<file path="src/rtl/psd_pkg.sv">
// Shared constants and helpers for the plateau-start detector.
// Assumes unsigned power samples; all arithmetic is unsigned.
package psd_pkg;
    localparam int unsigned PSD_DW    = 16;  // power sample width
    localparam int unsigned PSD_LAG   = 16;  // differentiator lag in samples
    localparam int unsigned PSD_GROUP = 6;   // samples per group sum
    localparam int unsigned PSD_CNT_W = 4;   // running-max timeout counter width
    localparam int unsigned PSD_IDX_W = 12;  // sample index width

    // Arm state of the detector.
    typedef enum logic {
        ST_DISARMED = 1'b0,
        ST_ARMED    = 1'b1
    } arm_state_t;
endpackage

</file>
<file path="src/rtl/psd_lag_diff.sv">
// Lagged differentiator: d = max(p_in - p_in delayed by LAG samples, 0).
// Assumes shift is high only for accepted samples; clr empties the history.
module psd_lag_diff #(
    parameter int unsigned DW  = 16,
    parameter int unsigned LAG = 16
) (
    input  logic          clk,
    input  logic          rst_n,
    input  logic          clr,
    input  logic          shift,
    input  logic [DW-1:0] p_in,
    output logic [DW-1:0] d_out
);
    logic [DW-1:0] tap [LAG];

    for (genvar gi = 0; gi < LAG; gi++) begin : g_tap
        if (gi == 0) begin : g_head
            // Purpose: load the newest sample into the first stage.
            always_ff @(posedge clk) begin
                if (!rst_n || clr)  tap[gi] <= '0;
                else if (shift)     tap[gi] <= p_in;
            end
        end else begin : g_body
            // Purpose: move history one stage along on each accepted sample.
            always_ff @(posedge clk) begin
                if (!rst_n || clr)  tap[gi] <= '0;
                else if (shift)     tap[gi] <= tap[gi-1];
            end
        end
    end

    // Purpose: positive part of the difference against the oldest stage.
    always_comb begin
        if (p_in > tap[LAG-1]) d_out = p_in - tap[LAG-1];
        else                   d_out = '0;
    end
endmodule

</file>
<file path="src/rtl/psd_run_max.sv">
// Running-maximum detector with a saturating timeout counter.
// Reports a relative peak when the maximum has stood for the full counter range.
// Assumes step is high only for accepted samples.
module psd_run_max #(
    parameter int unsigned DW    = 16,
    parameter int unsigned CNT_W = 4
) (
    input  logic             clk,
    input  logic             rst_n,
    input  logic             clr,
    input  logic             step,
    input  logic [DW-1:0]    d_in,
    output logic             rel_peak,
    output logic [DW-1:0]    max_q,
    output logic [CNT_W-1:0] cnt_q
);
    localparam logic [CNT_W-1:0] CNT_TOP = {CNT_W{1'b1}};

    logic exceeds;
    assign exceeds = d_in > max_q;

    // Purpose: update the stored maximum and the timeout counter.
    always_ff @(posedge clk) begin
        if (!rst_n || clr) begin
            max_q <= '0;
            cnt_q <= '0;
        end else if (step) begin
            if (exceeds) begin
                max_q <= d_in;
                cnt_q <= '0;
            end else if (cnt_q != CNT_TOP) begin
                cnt_q <= cnt_q + 1'b1;
            end
        end
    end

    // Purpose: relative peak once the counter has run through its range.
    assign rel_peak = step && !exceeds && (cnt_q == CNT_TOP);
endmodule

</file>
<file path="src/rtl/psd_group_fall.sv">
// Group falling-edge detector: sums non-overlapping groups of GROUP samples
// and flags a group whose sum is below the previous group's sum.
// Assumes step is high only for accepted samples; groups align to clr.
module psd_group_fall #(
    parameter int unsigned DW    = 16,
    parameter int unsigned GROUP = 6
) (
    input  logic                        clk,
    input  logic                        rst_n,
    input  logic                        clr,
    input  logic                        step,
    input  logic [DW-1:0]               d_in,
    output logic                        fall,
    output logic [$clog2(GROUP)-1:0]    phase_q
);
    localparam int unsigned PH_W = $clog2(GROUP);
    localparam int unsigned SW   = DW + PH_W;
    localparam logic [PH_W-1:0] PH_LAST = PH_W'(GROUP - 1);

    logic [SW-1:0] acc_q;
    logic [SW-1:0] prev_q;
    logic          have_prev_q;
    logic [SW-1:0] sum_now;
    logic          last_in_group;

    assign sum_now       = acc_q + SW'(d_in);
    assign last_in_group = (phase_q == PH_LAST);

    // Purpose: accumulate the current group and retire it at its last sample.
    always_ff @(posedge clk) begin
        if (!rst_n || clr) begin
            acc_q       <= '0;
            prev_q      <= '0;
            have_prev_q <= 1'b0;
            phase_q     <= '0;
        end else if (step) begin
            if (last_in_group) begin
                prev_q      <= sum_now;
                have_prev_q <= 1'b1;
                acc_q       <= '0;
                phase_q     <= '0;
            end else begin
                acc_q   <= sum_now;
                phase_q <= phase_q + 1'b1;
            end
        end
    end

    // Purpose: falling slope when a completed group is below its predecessor.
    assign fall = step && last_in_group && have_prev_q && (sum_now < prev_q);
endmodule

</file>
<file path="src/rtl/plateau_start_detector.sv">
// Plateau-start frame detector. Masks sub-threshold power, differentiates it
// over a lag, and declares a frame when the running-maximum detector and the
// group falling-edge detector agree on the same sample. Disarms after a
// detection until rearm. Assumes at most one sample per cycle.
module plateau_start_detector
    import psd_pkg::*;
#(
    parameter int unsigned DW    = PSD_DW,
    parameter int unsigned LAG   = PSD_LAG,
    parameter int unsigned GROUP = PSD_GROUP,
    parameter int unsigned CNT_W = PSD_CNT_W,
    parameter int unsigned IDX_W = PSD_IDX_W
) (
    input  logic             clk,
    input  logic             rst_n,
    input  logic             in_valid,
    input  logic [DW-1:0]    in_power,
    input  logic             in_pass,
    input  logic             rearm,
    output logic             det_pulse,
    output logic [IDX_W-1:0] det_index
);
    localparam int unsigned PH_W = $clog2(GROUP);

    arm_state_t       arm_q;
    logic             armed;
    logic             accept;
    logic [DW-1:0]    p_eff;
    logic [DW-1:0]    d_val;
    logic             rel_peak;
    logic [DW-1:0]    max_q;
    logic [CNT_W-1:0] cnt_q;
    logic             fall;
    logic [PH_W-1:0]  phase_q;
    logic [IDX_W-1:0] idx_q;
    logic             hit;

    assign armed  = (arm_q == ST_ARMED);
    assign accept = in_valid && armed && !rearm;
    assign p_eff  = in_pass ? in_power : '0;
    assign hit    = accept && rel_peak && fall;

    psd_lag_diff #(.DW(DW), .LAG(LAG)) i_diff (
        .clk   (clk),
        .rst_n (rst_n),
        .clr   (rearm),
        .shift (accept),
        .p_in  (p_eff),
        .d_out (d_val)
    );

    psd_run_max #(.DW(DW), .CNT_W(CNT_W)) i_runmax (
        .clk      (clk),
        .rst_n    (rst_n),
        .clr      (rearm),
        .step     (accept),
        .d_in     (d_val),
        .rel_peak (rel_peak),
        .max_q    (max_q),
        .cnt_q    (cnt_q)
    );

    psd_group_fall #(.DW(DW), .GROUP(GROUP)) i_group (
        .clk     (clk),
        .rst_n   (rst_n),
        .clr     (rearm),
        .step    (accept),
        .d_in    (d_val),
        .fall    (fall),
        .phase_q (phase_q)
    );

    // Purpose: arm after reset or rearm, disarm on a detection.
    always_ff @(posedge clk) begin
        if (!rst_n || rearm) arm_q <= ST_ARMED;
        else if (hit)        arm_q <= ST_DISARMED;
    end

    // Purpose: count accepted samples since reset or rearm.
    always_ff @(posedge clk) begin
        if (!rst_n || rearm) idx_q <= '0;
        else if (accept)     idx_q <= idx_q + 1'b1;
    end

    // Purpose: register the detect pulse and latch the triggering index.
    always_ff @(posedge clk) begin
        if (!rst_n || rearm) begin
            det_pulse <= 1'b0;
            det_index <= '0;
        end else begin
            det_pulse <= hit;
            if (hit) det_index <= idx_q;
        end
    end
endmodule

</file>
<file path="config.mk">
export PLATFORM = sky130hd
export DESIGN_NAME = plateau_start_detector
export DESIGN_NICKNAME = d
export VERILOG_FILES = /design/src/rtl/psd_pkg.sv /design/src/rtl/psd_lag_diff.sv /design/src/rtl/psd_run_max.sv /design/src/rtl/psd_group_fall.sv /design/src/rtl/plateau_start_detector.sv
export SDC_FILE = /design/constraint.sdc
export NUM_CORES = 1
export LEC_CHECK = 0
export ABC_AREA = 0
export BUFFER_PORTS_ARGS = -buffer_cell sky130_fd_sc_hd__buf_2
export CAP_MARGIN = 5
export CORE_MARGIN = 3
export CORE_UTILIZATION = 56
export CTS_CLUSTER_SIZE = 8
export DETAILED_ROUTE_END_ITERATION = 8
export PLACE_DENSITY = 0.75
export SLEW_MARGIN = 20
export SYNTH_ARGS = -nofsm -noshare
export SYNTH_HDL_FRONTEND = slang
export SYNTH_SLANG_ARGS = --single-unit
</file>
<file path="constraint.sdc">
create_clock -name clk -period 13.8 [get_ports clk]
set_input_delay 2.07 -clock clk [delete_from_list [all_inputs] [get_ports clk]]
set_output_delay 2.07 -clock clk [all_outputs]
set_load 0.05 [all_outputs]
</file>
# Yosys cells after proc, flatten, opt, wreduce, memory -nomap -nowiden
# Memories as Yosys holds them, arrays and structs flattened.
# Index checks and enable logic that the tools add are counted.
[word_totals]
ram_bits = 256
wordCells = 82
inputBits = 21
memories = 1
regBits = 88
[mem_list]
columns = ["memory", "words", "word_bits", "read_ports", "rd_clocked_by_memory_dff", "write_ports", "line", "rtl"]
rows = [
  ["i_diff.tap", 16, 16, 16, 0, 16, "psd_lag_diff.sv:14", "logic [DW-1:0] tap [LAG];"],
]
[op_classes]
n_mux = 27
n_bitwise = 16
order_cmp = 3
n_reduce_logical = 17
addsub = 5
eq_ne = 3
[op_table]
columns = ["cell", "count"]
rows = [
  ["16-bit two-way mux", 18],
  ["16-bit > comparator", 2],
  ["19-bit by 16-bit adder with 19-bit output", 1],
  ["19-bit < comparator", 1],
  ["19-bit two-way mux", 1],
  ["1-bit bitwise OR", 16],
  ["16-bit subtractor", 1],
  ["12-bit by 1-bit adder with 12-bit output (second input constant)", 1],
  ["1-bit logical AND", 9],
  ["4-bit two-way mux", 2],
  ["2-bit AND reduction", 3],
  ["1-bit two-way mux", 5],
  ["4-bit by 1-bit adder with 4-bit output (second input constant)", 1],
  ["4-bit == test (second input constant)", 1],
  ["4-bit != test (second input constant)", 1],
  ["3-bit by 1-bit adder with 3-bit output (second input constant)", 1],
  ["3-bit == test (second input constant)", 1],
  ["1-bit logical NOT", 3],
  ["3-bit two-way mux", 1],
  ["2-bit nonzero test", 1],
  ["1-bit logical OR", 1],
]

# Longest topological paths before layout
[depth]
word_depth = 9
depth_mapped = 29
depth_no_buf = 26

# Cells and area by module
# A second synthesis with hierarchy kept.
[unflattened]
hier_cells = 1369
hier_area_um2 = 15904.0
[modules_own_cells]
columns = ["module", "seq_area_each_um2", "area_each_um2", "instances", "cells_each"]
rows = [
  ["psd_lag_diff", 7687.4, 10385.0, 1, 692],
  ["psd_group_fall", 840.8, 3050.4, 1, 378],
  ["psd_run_max", 400.4, 1258.7, 1, 151],
  ["plateau_start_detector", 520.5, 1209.9, 1, 148],
]

# Least setup slack after synthesis
# OpenSTA, ideal clock, no wires.
[synth_path]
kind = "input to register"
from = "input port rearm"
to = "register i_group.acc_q[17]"
n_path_buf = 0
path_slack_ns = 5.449
arrival_ns = 8.232
t_required_ns = 13.681
setup_time_ns = 0.119
path_stages = 5
path_cell_list = "nand2b_1 > a21oi_1 > inv_1 > o21ai_0 > a21bo_2"
[synth_between]
elab_chain_cells = 2
[synth_rtl]
columns = ["element", "line", "rtl"]
rows = [
  ["start, declared", "plateau_start_detector.sv:19", "input logic rearm,"],
  ["1-bit logical NOT", "plateau_start_detector.sv:39", "assign accept = in_valid && armed && !rearm;"],
  ["1-bit logical AND", "plateau_start_detector.sv:39", ""],
  ["end signal, assigned", "psd_group_fall.sv:43", "acc_q <= sum_now;"],
  ["end, declared", "psd_group_fall.sv:20", "logic [SW-1:0] acc_q;"],
]
# Parallel ways exist; a longest one is shown, timed or not.
# A chain may end at the register's enable or synchronous reset.

# Worst setup path after layout
[layout_path]
from = "input port in_pass"
to = "register det_index[3]"
[layout_lines]
columns = ["element", "line", "rtl"]
rows = [
  ["start, declared", "plateau_start_detector.sv:18", "input logic in_pass,"],
  ["16-bit two-way mux *", "plateau_start_detector.sv:40", "assign p_eff = in_pass ? in_power : '0;"],
  ["16-bit subtractor or 16-bit > comparator (tied branches)", "psd_lag_diff.sv:34", "if (p_in > tap[LAG-1]) d_out = p_in - tap[LAG-1];"],
  ["16-bit two-way mux *", "psd_lag_diff.sv:34", ""],
  ["via d_val[2]", "plateau_start_detector.sv:29", "logic [DW-1:0] d_val;"],
  ["19-bit by 16-bit adder with 19-bit output *", "psd_group_fall.sv:26", "assign sum_now = acc_q + SW'(d_in);"],
  ["via i_group.sum_now[16]", "psd_group_fall.sv:23", "logic [SW-1:0] sum_now;"],
  ["19-bit < comparator *", "psd_group_fall.sv:50", "assign fall = step && last_in_group && have_prev_q && (sum_now < prev_q);"],
  ["1-bit logical AND *", "psd_group_fall.sv:50", ""],
  ["1-bit logical AND *", "plateau_start_detector.sv:41", "assign hit = accept && rel_peak && fall;"],
  ["end signal, assigned", "plateau_start_detector.sv:92", "if (hit) det_index <= idx_q;"],
  ["end, declared", "plateau_start_detector.sv:21", "output logic [IDX_W-1:0] det_index"],
]
# Mark *: on every way through the listed nets, which the timed path passes. The rest lies on a longest branch.

==> out/metrics.yaml <==
slowest_stage: "o2111a_1"
clk_pin_slew_ps: 50
io_pins: 34
cts_tree: "built"
synth_top_family_by_area: "simple AND/OR/NAND/NOR gates"
hold_violations: 0
viasPerCell: 5.46
die_height_um: 171
routed_wl_mm: 26.4
synth-edff-count: 256
path_class: "in -> reg"
netlist-cell-type-count: 60
max_cap_viol_count: 0
clock_latency_ps: 540
reg2reg_from: "i_diff.tap[1][112]"
ys_ff_latch: 344
hold_depth: 2
place_area_sq_mm: 0.0157
period_needed_ps: 8120
r2r_slack_ps: 7190
synth_fa_ha_area_frac: 0.0566
powerDensity_mw_per_mm2: 144
timing.rr.end: "det_index[3]"
cp.arrival_ps: 8580
syn-cell-area_sq_mm: 0.0153
gp_congestion: 0.901
clock_path_buffers: 3
num_vias: 9104
drtPass1Iterations: 5
start_util: 0.578
antenna_found_initial: 0
pwr-share-comb: 0.106
start_kind: "input pin"
drt_iter0_markers: 732
grt.total_usage: 0.181
die_area_sq_mm: 0.0293
relSlewSlack: 0.356
netlist_instances: 1267
fin_nets: 1397
drive_gt1_frac: 0.0795
clkPwrFrac: 0.424
drc: 0
rr_worst_depth: 23
hpwlAfterDp_mm: 16.3
irDropWorstVdd_v: 0.000107
synth_seq_area_share: 0.618
setup_tns_ps: 0
area_growth_pct: 11.7
grt.overflow.total: 0
worstHoldEndpoint: "i_group.prev_q[0]"
critPathRequiredTime_ps: 14260
synth_fp_nets: 1356
cp-end-kind: "flip-flop"
rsz0062_at_grt: "no"
antenna_cells: 0
status: "completed"
path_buf_inv: 1
setup_viol: 0
postCtsHoldBufs: 0
design.core.area_sq_mm: 0.0264
crit_family: "compound AO/OA/AOI/OAI gates"
grt_pass1_vias: 8631
fill_cells: 2004
synth_flop_cell: "edfxtp_1"
final_common_cell: "and2_1"
synth_compound_area_frac: 0.0835
intPower_w: 0.00188
htreeDepth: 2
muxShareOfSynthArea: 0.00786
layout_common_cells: "278 x and2_1, 256 x edfxtp_1, 88 x dfxtp_1"
fmax_mhz: 123
final_cell_area_sq_mm: 0.0171
worst_pin_slew_ps: 966
p_seq_frac: 0.470
clock_skew_ps: 22.9
post_cts_buffers: 0
numCtsBuffers: 48
cellLeakagePower_nw: 6.86
ant_nets: 0
row_count: 59
min_period_over_period: 0.589
synth_xor_area_frac: 0.0218
synthSimpleGateAreaFrac: 0.181
cts_root_buffer: "clkbuf_16"
routedWlPerCell_um: 15.8
grt_pass1_wl_mm: 43.1
cp_max_fo: 16
min_from: "i_group.prev_q[0]"
final_max_slew_viol_count: 0
cpMostUsedCell: "ha_1"
hp-class: "reg -> reg"
yosys_warnings: 0
numPortBuffers: 33
avgSynthCellArea_sq_um: 12.1
die_w_um: 171
p_sw_frac: 0.235
cts_resized: 0
grt_max_degree: 146
total_power_w: 0.00246
p_switching_w: 0.000580
max_stage_delay_ps: 690
cts_sinks: 344
ys_async_sr_fraction: 0
[routing by layer]
metal	vias up	wire, um	global-route usage
li1	4501	-	-
met1	4397	13100	0.280
met2	158	11300	0.260
met3	48	1210	0.0313
met4	0	703	0.0612
met5	-	0	0
[power groups by stage]
stage	Clock, W	Combinational, W	Sequential (W)
floorplan	0	0.000196	0.00118
detailed placement	0	0.000257	0.00118
global route	0.00111	0.000292	0.00116
finish	0.00104	0.000261	0.00116
global placement	0	0.000251	0.00118
CTS	0.00107	0.000259	0.00116
[cell type report]
cell class              instances  area (sq um)  share of cell area
multi-input cells             805          5380               0.315
clock buffers                  72          1290              0.0756
inverters                      66           255              0.0149
well taps                     335           419              0.0245
repair buffers                 43           244              0.0143
clock inverters                 3          45.0             0.00264
flip-flops and latches        344          9450               0.553
[cells by family after synthesis]
group                      count (synthesis)
DFF                                      344
muxes                                     12
AOI/OAI and AO/OA                        186
and+or+nand+nor                          501
xor gates and xnor gates                  38
adders and majority gates                 68
buffers and inverters                    118
[synthesized netlist by cell type, drive strengths merged (3+ instances only)]
cell type,n,share of area
a21oi,48,0.016
or3,11,0.0045
a211oi,11,0.0054
nand2,83,0.020
nor2b,7,0.0029
nor2,57,0.014
and3,6,0.0025
xnor2,22,0.013
o211ai,6,0.0033
nand3,17,0.0056
edfxtp,256,0.50
xor2,16,0.0092
o21a,6,0.0029
o21ai,32,0.010
or2,3,0.0012
a21o,18,0.0088
o2111a,3,0.0022
a31oi,8,0.0033
buf,10,0.0047
and2,278,0.11
inv,66,0.016
a22o,28,0.016
nand2b,8,0.0033
ha,66,0.054
nor3,13,0.0043
nand4,9,0.0037
mux2i,12,0.0079
dfxtp,88,0.12
clkbuf,42,0.010
o21bai,6,0.0029
[worst max path at each step]
stage / to / depth (start not counted) / from / slack (ps)
final: det_index[3] / 25 / in_pass / 5680
after global routing: det_index[0] / 24 / in_pass / 5100
after CTS: det_index[9] / 25 / in_pass / 5760
after detailed placement: det_index[9] / 25 / in_pass / 5200
after global placement: det_index[0] / 25 / in_pass / 5490
after floorplan: i_group.acc_q[17] / 5 / rearm / 5450
[state kept, by name, summed over array words and instances (netlist names), 3 cells and up]
name	cells
i_diff.tap	256
i_group.acc_q	19
i_group.prev_q	19
i_runmax.max_q	16
det_index	12
idx_q	12
i_runmax.cnt_q	4
i_group.phase_q	3
[through the flow]
step | hold WS, ps | utilization | worst slack (ps) | instances
6_report | 453 | 0.646 | 5680 | 1668
5_1_grt | 472 | 0.646 | 5100 | 1668
3_3_place_gp | 440 | 0.596 | 5490 | 1593
4_1_cts | 453 | 0.646 | 5760 | 1668
3_5_place_dp | 446 | 0.596 | 5200 | 1593
2_1_floorplan | 429 | - | 5450 | 1267
[worst register-to-register path, delay by kind of cell, from the launching register on]
family | cells | cell delay [ps]
AOI/OAI and AO/OA | 12 | 3440
adders and majority gates | 4 | 1220
and+or+nand+nor | 5 | 970
DFF | 1 | 440
muxes | 1 | 260
xor gates and xnor gates | 1 | 190
(Power assumes the default switching activity.)
